$ cat src/rtl/jtag_dr_pkg.sv
package jtag_dr_pkg;

    localparam logic [2:0] OP_EXTEST   = 3'b000;
    localparam logic [2:0] OP_IDCODE   = 3'b001;
    localparam logic [2:0] OP_USERCODE = 3'b010;
    localparam logic [2:0] OP_USER1    = 3'b011;
    localparam logic [2:0] OP_USER2    = 3'b100;
    localparam logic [2:0] OP_BYPASS   = 3'b111;

    typedef enum logic [2:0] {
        CH_BYPASS,
        CH_BOUNDARY,
        CH_IDENT,
        CH_UCODE,
        CH_USER1,
        CH_USER2
    } chain_e;

    typedef enum logic {
        TDO_IDLE,
        TDO_DRIVE
    } tdo_state_e;

    function automatic logic [31:0] pack_ident(
        input logic [3:0]  ver,
        input logic [6:0]  fam,
        input logic [8:0]  rows,
        input logic [10:0] maker
    );
        return {ver, fam, rows, maker, 1'b1};
    endfunction

endpackage

$ cat src/rtl/jtag_capture_shift.sv
module jtag_capture_shift #(
    parameter int W = 32
) (
    input  logic         tck,
    input  logic         tap_reset,
    input  logic         sel,
    input  logic         capture,
    input  logic         shift,
    input  logic         tdi,
    input  logic [W-1:0] cap_val,
    output logic         sout
);

    logic [W-1:0] q;

    generate
        if (W == 1) begin : g_single
            always_ff @(posedge tck) begin
                if (tap_reset)             q <= '0;
                else if (sel && capture)   q <= cap_val;
                else if (sel && shift)     q <= tdi;
            end
        end else begin : g_multi
            always_ff @(posedge tck) begin
                if (tap_reset)             q <= '0;
                else if (sel && capture)   q <= cap_val;
                else if (sel && shift)     q <= {tdi, q[W-1:1]};
            end
        end
    endgenerate

    assign sout = q[0];

    AST_CAP_LOADS: assert property (@(posedge tck) disable iff (tap_reset)
        (sel && capture) |=> (q == $past(cap_val)));

endmodule

$ cat src/rtl/jtag_boundary.sv
module jtag_boundary #(
    parameter int NB = 4,
    parameter int NI = 2,
    parameter int NO = 2
) (
    input  logic          tck,
    input  logic          tap_reset,
    input  logic          sel,
    input  logic          capture,
    input  logic          shift,
    input  logic          update,
    input  logic          tdi,
    input  logic [NB-1:0] pad_bidir_in,
    input  logic [NI-1:0] pad_ionly_in,
    input  logic [NB-1:0] drv_bidir_out,
    input  logic [NB-1:0] drv_bidir_oe,
    input  logic [NO-1:0] drv_oonly_out,
    input  logic [NO-1:0] drv_oonly_oe,
    output logic          sout,
    output logic [NB-1:0] upd_bidir_out,
    output logic [NB-1:0] upd_bidir_oe,
    output logic [NO-1:0] upd_oonly_out,
    output logic [NO-1:0] upd_oonly_oe
);

    localparam int IN_BASE  = 3 * NB;
    localparam int OUT_BASE = IN_BASE + NI;
    localparam int LEN      = OUT_BASE + 3 * NO;

    logic [LEN-1:0] stage;
    logic [LEN-1:0] cap_vec;

    always_comb begin
        cap_vec = '0;
        for (int i = 0; i < NB; i++) begin
            cap_vec[3*i]     = pad_bidir_in[i];
            cap_vec[3*i + 1] = drv_bidir_out[i];
            cap_vec[3*i + 2] = drv_bidir_oe[i];
        end
        for (int j = 0; j < NI; j++) begin
            cap_vec[IN_BASE + j] = pad_ionly_in[j];
        end
        for (int k = 0; k < NO; k++) begin
            cap_vec[OUT_BASE + 3*k]     = drv_oonly_out[k];
            cap_vec[OUT_BASE + 3*k + 1] = drv_oonly_out[k];
            cap_vec[OUT_BASE + 3*k + 2] = drv_oonly_oe[k];
        end
    end

    always_ff @(posedge tck) begin
        if (tap_reset)             stage <= '0;
        else if (sel && capture)   stage <= cap_vec;
        else if (sel && shift)     stage <= {tdi, stage[LEN-1:1]};
    end

    assign sout = stage[0];

    always_ff @(negedge tck) begin
        if (tap_reset) begin
            upd_bidir_out <= '0;
            upd_bidir_oe  <= '0;
            upd_oonly_out <= '0;
            upd_oonly_oe  <= '0;
        end else if (sel && update) begin
            for (int i = 0; i < NB; i++) begin
                upd_bidir_out[i] <= stage[3*i + 1];
                upd_bidir_oe[i]  <= stage[3*i + 2];
            end
            for (int k = 0; k < NO; k++) begin
                upd_oonly_out[k] <= stage[OUT_BASE + 3*k + 1];
                upd_oonly_oe[k]  <= stage[OUT_BASE + 3*k + 2];
            end
        end
    end

    AST_EXTEST_CAPTURE: assert property (@(posedge tck) disable iff (tap_reset)
        (sel && capture) |=> (stage == $past(cap_vec)));

    AST_UPDATE_HOLD: assert property (@(negedge tck) disable iff (tap_reset)
        !(sel && update) |=> $stable({upd_bidir_out, upd_bidir_oe, upd_oonly_out, upd_oonly_oe}));

endmodule

$ cat src/rtl/jtag_user_port.sv
module jtag_user_port (
    input  logic tck,
    input  logic tap_reset,
    input  logic sel,
    input  logic capture,
    input  logic shift,
    output logic drck
);

    logic en_q;

    always_ff @(negedge tck) begin
        if (tap_reset) en_q <= 1'b0;
        else           en_q <= sel && (capture || shift);
    end

    assign drck = tck & en_q;

    AST_DRCK_GATED: assert property (@(posedge tck) disable iff (tap_reset)
        en_q |-> (sel && (capture || shift)));

endmodule

$ cat src/rtl/jtag_dr_backend.sv
module jtag_dr_backend
    import jtag_dr_pkg::*;
#(
    parameter int          NB         = 4,
    parameter int          NI         = 2,
    parameter int          NO         = 2,
    parameter logic [3:0]  ID_VERSION = 4'h1,
    parameter logic [6:0]  ID_FAMILY  = 7'h0C,
    parameter logic [8:0]  ID_ROWS    = 9'd32,
    parameter logic [10:0] ID_MAKER   = 11'h05B
) (
    input  logic          tck,
    input  logic          tap_reset,
    input  logic [2:0]    instr,
    input  logic          capture_dr,
    input  logic          shift_dr,
    input  logic          update_dr,
    input  logic          tdi,
    output logic          tdo,
    output logic          tdo_en,
    input  logic [31:0]   usercode,
    input  logic          config_done,
    input  logic [NB-1:0] pad_bidir_in,
    input  logic [NB-1:0] core_bidir_out,
    input  logic [NB-1:0] core_bidir_oe,
    output logic [NB-1:0] pad_bidir_out,
    output logic [NB-1:0] pad_bidir_oe,
    input  logic [NI-1:0] pad_ionly_in,
    input  logic [NO-1:0] core_oonly_out,
    input  logic [NO-1:0] core_oonly_oe,
    output logic [NO-1:0] pad_oonly_out,
    output logic [NO-1:0] pad_oonly_oe,
    output logic          user1_sel,
    output logic          user1_drck,
    input  logic          user1_tdo,
    output logic          user2_sel,
    output logic          user2_drck,
    input  logic          user2_tdo,
    output logic          user_tdi,
    output logic          user_reset,
    output logic          user_shift,
    output logic          user_update
);

    localparam logic [31:0] IDENT_WORD = pack_ident(ID_VERSION, ID_FAMILY, ID_ROWS, ID_MAKER);

    chain_e     chain;
    tdo_state_e state_q, state_d;
    logic       serial;
    logic       tdo_q;
    logic       bsr_so, byp_so, id_so, uc_so;
    logic       extest;
    logic [31:0] uc_cap;
    logic [NB-1:0] upd_bidir_out, upd_bidir_oe;
    logic [NO-1:0] upd_oonly_out, upd_oonly_oe;

    // instruction decode
    always_comb begin
        unique case (instr)
            OP_EXTEST:   chain = CH_BOUNDARY;
            OP_IDCODE:   chain = CH_IDENT;
            OP_USERCODE: chain = CH_UCODE;
            OP_USER1:    chain = CH_USER1;
            OP_USER2:    chain = CH_USER2;
            default:     chain = CH_BYPASS;
        endcase
    end

    assign extest    = (chain == CH_BOUNDARY);
    assign user1_sel = (chain == CH_USER1);
    assign user2_sel = (chain == CH_USER2);
    assign uc_cap    = config_done ? usercode : '1;

    // pad drive selection
    assign pad_bidir_out = extest ? upd_bidir_out : core_bidir_out;
    assign pad_bidir_oe  = extest ? upd_bidir_oe  : core_bidir_oe;
    assign pad_oonly_out = extest ? upd_oonly_out : core_oonly_out;
    assign pad_oonly_oe  = extest ? upd_oonly_oe  : core_oonly_oe;

    jtag_boundary #(.NB(NB), .NI(NI), .NO(NO)) u_bsr (
        .tck           (tck),
        .tap_reset     (tap_reset),
        .sel           (extest),
        .capture       (capture_dr),
        .shift         (shift_dr),
        .update        (update_dr),
        .tdi           (tdi),
        .pad_bidir_in  (pad_bidir_in),
        .pad_ionly_in  (pad_ionly_in),
        .drv_bidir_out (pad_bidir_out),
        .drv_bidir_oe  (pad_bidir_oe),
        .drv_oonly_out (pad_oonly_out),
        .drv_oonly_oe  (pad_oonly_oe),
        .sout          (bsr_so),
        .upd_bidir_out (upd_bidir_out),
        .upd_bidir_oe  (upd_bidir_oe),
        .upd_oonly_out (upd_oonly_out),
        .upd_oonly_oe  (upd_oonly_oe)
    );

    jtag_capture_shift #(.W(1)) u_bypass (
        .tck(tck), .tap_reset(tap_reset), .sel(chain == CH_BYPASS),
        .capture(capture_dr), .shift(shift_dr), .tdi(tdi),
        .cap_val(1'b0), .sout(byp_so)
    );

    jtag_capture_shift #(.W(32)) u_ident (
        .tck(tck), .tap_reset(tap_reset), .sel(chain == CH_IDENT),
        .capture(capture_dr), .shift(shift_dr), .tdi(tdi),
        .cap_val(IDENT_WORD), .sout(id_so)
    );

    jtag_capture_shift #(.W(32)) u_ucode (
        .tck(tck), .tap_reset(tap_reset), .sel(chain == CH_UCODE),
        .capture(capture_dr), .shift(shift_dr), .tdi(tdi),
        .cap_val(uc_cap), .sout(uc_so)
    );

    jtag_user_port u_user1 (
        .tck(tck), .tap_reset(tap_reset), .sel(user1_sel),
        .capture(capture_dr), .shift(shift_dr), .drck(user1_drck)
    );

    jtag_user_port u_user2 (
        .tck(tck), .tap_reset(tap_reset), .sel(user2_sel),
        .capture(capture_dr), .shift(shift_dr), .drck(user2_drck)
    );

    assign user_tdi    = tdi;
    assign user_reset  = tap_reset;
    assign user_shift  = shift_dr;
    assign user_update = update_dr;

    // serial output mux
    always_comb begin
        unique case (chain)
            CH_BOUNDARY: serial = bsr_so;
            CH_IDENT:    serial = id_so;
            CH_UCODE:    serial = uc_so;
            CH_USER1:    serial = user1_tdo;
            CH_USER2:    serial = user2_tdo;
            default:     serial = byp_so;
        endcase
    end

    // TDO driver state machine: next-state logic
    always_comb begin
        state_d = state_q;
        unique case (state_q)
            TDO_IDLE:  if (shift_dr)  state_d = TDO_DRIVE;
            TDO_DRIVE: if (!shift_dr) state_d = TDO_IDLE;
            default:   state_d = TDO_IDLE;
        endcase
    end

    // state register
    always_ff @(negedge tck) begin
        if (tap_reset) state_q <= TDO_IDLE;
        else           state_q <= state_d;
    end

    // output register
    always_ff @(negedge tck) begin
        if (tap_reset)     tdo_q <= 1'b0;
        else if (shift_dr) tdo_q <= serial;
    end

    assign tdo    = tdo_q;
    assign tdo_en = (state_q == TDO_DRIVE);

    AST_TDO_RELEASE: assert property (@(posedge tck) disable iff (tap_reset)
        !shift_dr |-> !tdo_en);

    AST_USER_SEL_EXCL: assert property (@(posedge tck) disable iff (tap_reset)
        $onehot0({user1_sel, user2_sel}));

endmodule

$ cat config.mk
export PLATFORM = sky130hd
export DESIGN_NAME = jtag_dr_backend
export DESIGN_NICKNAME = d
export VERILOG_FILES = /design/src/rtl/jtag_dr_pkg.sv /design/src/rtl/jtag_capture_shift.sv /design/src/rtl/jtag_boundary.sv /design/src/rtl/jtag_user_port.sv /design/src/rtl/jtag_dr_backend.sv
export SDC_FILE = /design/constraint.sdc
export NUM_CORES = 1
export LEC_CHECK = 0
export BUFFER_PORTS_ARGS = -buffer_cell sky130_fd_sc_hd__buf_2
export CORE_MARGIN = 2
export CORE_UTILIZATION = 50
export CTS_CLUSTER_SIZE = 40
export DETAILED_ROUTE_END_ITERATION = 6
export PLACE_DENSITY = 0.73
export SYNTH_ARGS = -nofsm -noshare
export SYNTH_HDL_FRONTEND = slang
export SYNTH_SLANG_ARGS = --single-unit
$ cat constraint.sdc
create_clock -name tck -period 1.7 [get_ports tck]
set_input_delay 0.34 -clock tck [delete_from_list [all_inputs] [get_ports tck]]
set_output_delay 0.34 -clock tck [all_outputs]
set_load 0.01 [all_outputs]
==> flow_metrics.tcl, run 1 <==
set metrics [dict create \
    status "finished, violations left" \
    violations "setup timing" \
    netlist_top_cells_area "dfxtp_1, nand2_1, o2bb2ai_1, mux2i_1, nand2b_1" \
    crit_required_ns 1.36 \
    power_density_nw_per_um2 869.4 \
    drive_above_1_share_pct 30.96 \
    path_clk_slew_ns 0.09 \
    rows 34 \
    initial_core_util_pct 51.78 \
    skew_ns 0.06301 \
    dr.first_iter.drc_count 232 \
    worst_pin_slew_ns 0.7868 \
    hold_ws_ns 0.1229 \
    vdd_drop_max_mv 0.4059 \
    hold_viol 0 \
    track_usage_pct 22.48 \
    drt_pass1_iterations 5 \
    num-fill-cells 695 \
    ioPinCount 84 \
    crit_arrival_ns 1.94 \
    die_x_um 99.27 \
    synth_area_sq_um 4538 \
    grt_pass1_vias 3818 \
    dieHeight_um 99.27 \
    gp_congestion 0.8482 \
    fin_ws_ns -0.5762 \
    met1Wirelength_um 5022 \
    setup_violations 28 \
    ys_ff_latch 101 \
    final_common_cell "nand2_1" \
    hp-class "input port to flip-flop" \
    netlist_instances 515 \
    overflow 0 \
    vias_per_cell 5.479 \
    final_nets 689 \
    path_class "flip-flop to primary output" \
    antenna_left 0 \
    design.core.area_sq_um 8763 \
    yosysTopAreaCell "dfxtp_1" \
    yosys_warnings 0 \
    top_layer_used "met4" \
    cp_max_fo 2 \
    reg2reg_setup_slack_ns -0.23 \
    antenna_cells 0 \
    pre_cts_ws_ns -0.5482 \
    start_kind "flip-flop" \
    setup_tns_ns -9.456 \
    syn_nets 577 \
    antenna_found_initial 0 \
    area_growth_pct 28.07 \
    wl_met3_um 681 \
    clkLatencyLatePin_ns 0.53 \
    synth_top_flop_cell "dfxtp_1" \
    drv_slew 0 \
    vias 4060 \
    relSlewSlack_pct 47.55 \
    finish.utilization_pct 66.32 \
    drc 0 \
    yosysUniqueCellTypes 39 \
    p_leak_nw 2.228 \
    synth-edff-count 0 \
    grt_setup_unrepaired "yes" \
    dp_hpwl_um 7300 \
    ys_seq_area_share_pct 44.55 \
    grt_max_degree 34 \
    cap_violations 0 \
    synth_top_area_share_pct 44.55 \
    async_reset_ff_share_pct 0 \
    cts_hold_buf 0 \
    synth_area_per_cell_sq_um 8.812 \
    multi_input_area_sq_um 2382 \
    seq_area_sq_um 2042 \
    cts_tree "built" \
    end_kind "primary output" \
    wl_per_cell_um 15.11 \
    dieArea_sq_um 9855 \
    port_buffers 83 \
    final_cell_mix "nand2_1, dfxtp_1, buf_2" \
    grt_pass1_wl_um 17730 \
    wl_met2_um 5284 \
    routed_wl_um 11200 \
]
-- final cells by class --
| class | count | area share, % |
|---|---|---|
| Clock buffer | 18 | 3.832 |
| Clock inverter | 21 | 2.411 |
| Inverter | 3 | 0.1938 |
| Multi-Input combinational cell | 362 | 40.99 |
| Sequential cell | 101 | 35.13 |
| Tap cell | 108 | 2.325 |
| Timing Repair Buffer | 128 | 15.11 |
-- cells in the mapped netlist, types with 2 or more instances --
library cell,n
and4bb_2,2
a221oi_2,2
buf_2,19
nor2b_1,17
a221oi_1,2
and2_1,3
mux2i_1,34
nand4bb_1,2
inv_1,4
a21oi_1,39
or4b_1,2
nor3_1,5
nand2b_1,36
dfxtp_1,101
nand2_1,124
clkbuf_1,20
o2bb2ai_1,47
and3_1,2
nor2_1,3
o211ai_1,15
buf_4,9
a31oi_1,10
-- timing repair --
action                                  in CTS  in global routing
pin swaps                                    5                  9
gates resized for setup                     22                 31
endpoints found under the setup margin      28                 33
cloned                                       1                  1
setup buffers                                2                  2
-- power breakdown --
part,internal [mW],switching (mW)
clock network,1.14,0.970
registers,2.40,0.0215
logic,0.247,0.280
-- worst max-delay path: stages, from the launching register on --
cell and delay [ns]:
dfxtp_2 0.34, nand2_1 0.06, nand2_1 0.05, buf_2 0.12
-- stage by stage --
| stage | area, sq um | instances | power [mW] |
|---|---|---|---|
| after floorplan | 4608 | 515 | 2.829 |
| after global placement | 5286 | 700 | 3.017 |
| after detailed placement | 5286 | 700 | 3.030 |
| after CTS | 5699 | 739 | 5.051 |
| after global routing | 5812 | 741 | 5.259 |
| final | 5812 | 741 | 5.053 |
-- flip-flops by register name (all words and copies together), names as in the netlist, 2 cells and up --
name / cells
u_ident.q: 32
u_ucode.q: 32
u_bsr.stage: 20
u_bsr.upd_bidir_oe: 4
u_bsr.upd_bidir_out: 4
u_bsr.upd_oonly_oe: 2
u_bsr.upd_oonly_out: 2
-- cell families (layout without fill, tap and decap cells) --
logic type             after synthesis  after routing  synth area share, %
buffers and inverters               53            170                5.817
and+or+nand+nor                    203            204                21.95
muxes                               35             35                7.748
AOI/OAI and AO/OA                  123            123                19.93
DFF                                101            101                44.55
-- path summary, 6_finish.rpt --
kind	start	depth (start not counted)	to
min reg2reg	u_ident.q[15]	2	u_ident.q[14]
max reg2reg	u_bsr.upd_oonly_out[0]	4	u_bsr.stage[14]
min	pad_bidir_in[2]	3	u_bsr.stage[6]
max	u_bsr.upd_oonly_out[1]	3	pad_oonly_out[1]
-- layer usage --
layer	up-vias	GRT usage (%)
met5	-	0
met4	0	11.80
met3	18	4.708
met2	124	35.65
met1	1896	28.91
li1	2022	-
No activity file was read; power rests on OpenSTA's default activity.
==> run 2, diff against run 1 <==
--- a/config.mk
+++ b/config.mk
@@ -13,4 +13,5 @@
 export PLACE_DENSITY = 0.73
 export SYNTH_ARGS = -nofsm -noshare
 export SYNTH_HDL_FRONTEND = slang
+export SYNTH_HIERARCHICAL = 1
 export SYNTH_SLANG_ARGS = --single-unit
==> run 2 against run 1 <==
Against the previous run: the run still ends with setup timing left; sequential cell count is the same; critical path depth shrank 1; non-clock buffer count grew 2; sequential share of layout area shrank 2.0 points; register-to-register slack lost 0.16 ns; synthesized area grew 3.9%; setup slack lost 0.18 ns.
==> flow_metrics.tcl, run 2 <==
set metrics [dict create \
    synth_top_flop_cell "dfxtp_1" \
    pre_cts_ws_ns -0.4251 \
    skew_ns 0.07014 \
    drc 0 \
    hp-class "input port to flip-flop" \
    area_growth_pct 30.56 \
    design.core.area_sq_um 9196 \
    final_cell_mix "nor2_1, dfxtp_1, buf_2" \
    worstPathCellList "mux2_4, buf_6" \
    die_x_um 101.1 \
    grt_pass1_wl_um 19930 \
    fin_ws_ns -0.7559 \
    initial_core_util_pct 51.29 \
    overflow 0 \
    hold_viol 0 \
    relSlewSlack_pct 61.74 \
    finalInstanceArea_sq_um 6158 \
    multi_input_area_sq_um 2673 \
    placed_cell_area_sq_um 5484 \
    status "finished, violations left" \
    drt_pass1_iterations 5 \
    setup_violations 33 \
    rows 35 \
    hold_ws_ns 0.1127 \
    num-fill-cells 769 \
    cts_tree "built" \
    synth_common_cells "nor2_1, dfxtp_1, nor4_1, nand2b_1, nand2_1" \
    synth_area_per_cell_sq_um 7.941 \
    cp_max_fo 2 \
    drive_above_1_share_pct 28.09 \
    yosysTopAreaCell "dfxtp_1" \
    wl_per_cell_um 14.25 \
    vdd_drop_max_mv 0.4207 \
    crit_required_ns 1.36 \
    vias_per_cell 5.298 \
    reg_top3 "u_ident/q (32), u_ucode/q (32), u_bsr/stage (20)" \
    grt_setup_unrepaired "yes" \
    path_class "flip-flop to primary output" \
    track_usage_pct 24.48 \
    final_nets 802 \
    cp_slowest_cell "dfxtp_2" \
    end_kind "primary output" \
    dieHeight_um 101.1 \
    path_clk_slew_ns 0.11 \
    gp_congestion 0.8375 \
    ys_seq_area_share_pct 42.86 \
    start_kind "flip-flop" \
    synth_area_sq_um 4717 \
    crit_buf_inv 1 \
    seq_area_sq_um 2041 \
    stdcell_count 855 \
    crit_arrival_ns 2.12 \
    dieArea_sq_um 10230 \
    antenna_left 0 \
    synth-edff-count 0 \
    routed_wl_um 12180 \
    clkLatencyLatePin_ns 0.54 \
    setup_tns_ns -13.68 \
    worst_pin_slew_ns 0.5739 \
    ioPinCount 84 \
    synth_most_common_cell "nor2_1" \
    netlist_instances 594 \
    netlist_top_cells_area "dfxtp_1, nor2_1, nor4_1, nand2b_1, buf_4" \
    vias 4530 \
    async_reset_ff_share_pct 0 \
    final_common_cell "nor2_1" \
    power_density_nw_per_um2 838.3 \
    p_leak_nw 2.815 \
    violations "setup timing" \
    max_stage_delay_ns 0.32 \
    critPathTopFamily "flip-flops" \
    ys_ff_latch 101 \
    cap_violations 0 \
    yosysUniqueCellTypes 38 \
    grt_max_degree 42 \
    antenna_found_initial 0 \
    antenna_cells 0 \
    port_buffers 83 \
    grt_pass1_vias 4427 \
    yosys_warnings 6 \
    synth_top_area_share_pct 42.86 \
    dp_hpwl_um 7677 \
    drv_slew 0 \
    dr.first_iter.drc_count 270 \
    place_inst 814 \
]
==> run 2: cell count changes in the layout (fill, tap and decap cells not counted), moves of 17 or more <==
cell,change
nor4_1,+62
nor2_1,+214
o2bb2ai_1,-47
a21oi_1,-25
buf_6,+17
conb_1,+33
nand2_1,-88
mux2i_1,-31
==> run 2: worst min-delay path: stages <==
cell and delay, ns:
buf_2 0.08, o32ai_1 0.06, nor2_1 0.09
==> run 2: final timing paths <==
check / slack, ns / startpoint / cells past startpoint / endpoint
setup / recovery: -0.76 / u_bsr/upd_bidir_oe[0] / 2 / pad_bidir_oe[0]
hold / removal: 0.11 / pad_bidir_in[2] / 3 / u_bsr/stage[6]
setup reg to reg: -0.39 / u_bsr/upd_bidir_oe[0] / 6 / u_bsr/stage[2]
hold reg to reg: 0.45 / u_bsr/upd_bidir_oe[1] / 2 / u_bsr/upd_bidir_oe[1]
==> run 2: cells by family (layout without fill, tap and decap cells) <==
family	Yosys count	in the layout	synth area share [%]
buf+inv	52	171	6.764
compound gates	60	60	9.602
other cells	2	33	0.1592
flops	101	101	42.86
simple gates	360	360	35.52
mux	19	19	5.093
==> run 2: area by class of cell <==
type / count / area share [%]
clock inverters: 21 / 1.930
well taps: 111 / 2.255
clock buffers: 16 / 3.230
flip-flops and latches: 101 / 33.14
repair buffers: 130 / 15.81
inverters: 4 / 0.2438
multi-input cells: 472 / 43.40
==> run 2: where the power goes <==
part | total, mW | switching, mW | leakage (nW) | internal [mW]
Sequential | 2.53 | 0.0628 | 0.830 | 2.47
Clock | 1.92 | 0.989 | 0.223 | 0.932
Combinational | 0.710 | 0.359 | 1.76 | 0.351
Total | 5.16 | 1.41 | 2.81 | 3.75
==> run 2: stage by stage <==
| stage | util [%] | total power, mW |
|---|---|---|
| 3_5_place_dp | 59.63 | 3.253 |
| 3_3_place_gp | 59.63 | 3.230 |
| 4_1_cts | 65.73 | 5.149 |
| 2_1_floorplan | - | 3.019 |
| 5_1_grt | 66.97 | 5.413 |
| 6_report | 66.97 | 5.163 |
==> run 2: metal layers <==
metal / global-route usage [%] / vias to the layer above / wire length [um]
li1: - / 2259 / -
met1: 30.47 / 2112 / 5320
met2: 39.02 / 130 / 5855
met3: 6.832 / 29 / 666
met4: 12.37 / 0 / 340
met5: 0 / - / 0
==> run 2: what timing repair did <==
action                     in CTS  in global routing
resized for setup              48                 21
hold buffers                    0                  0
buffers inserted                7                  6
setup endpoints to repair      33                 33
pin swaps                      15                  8
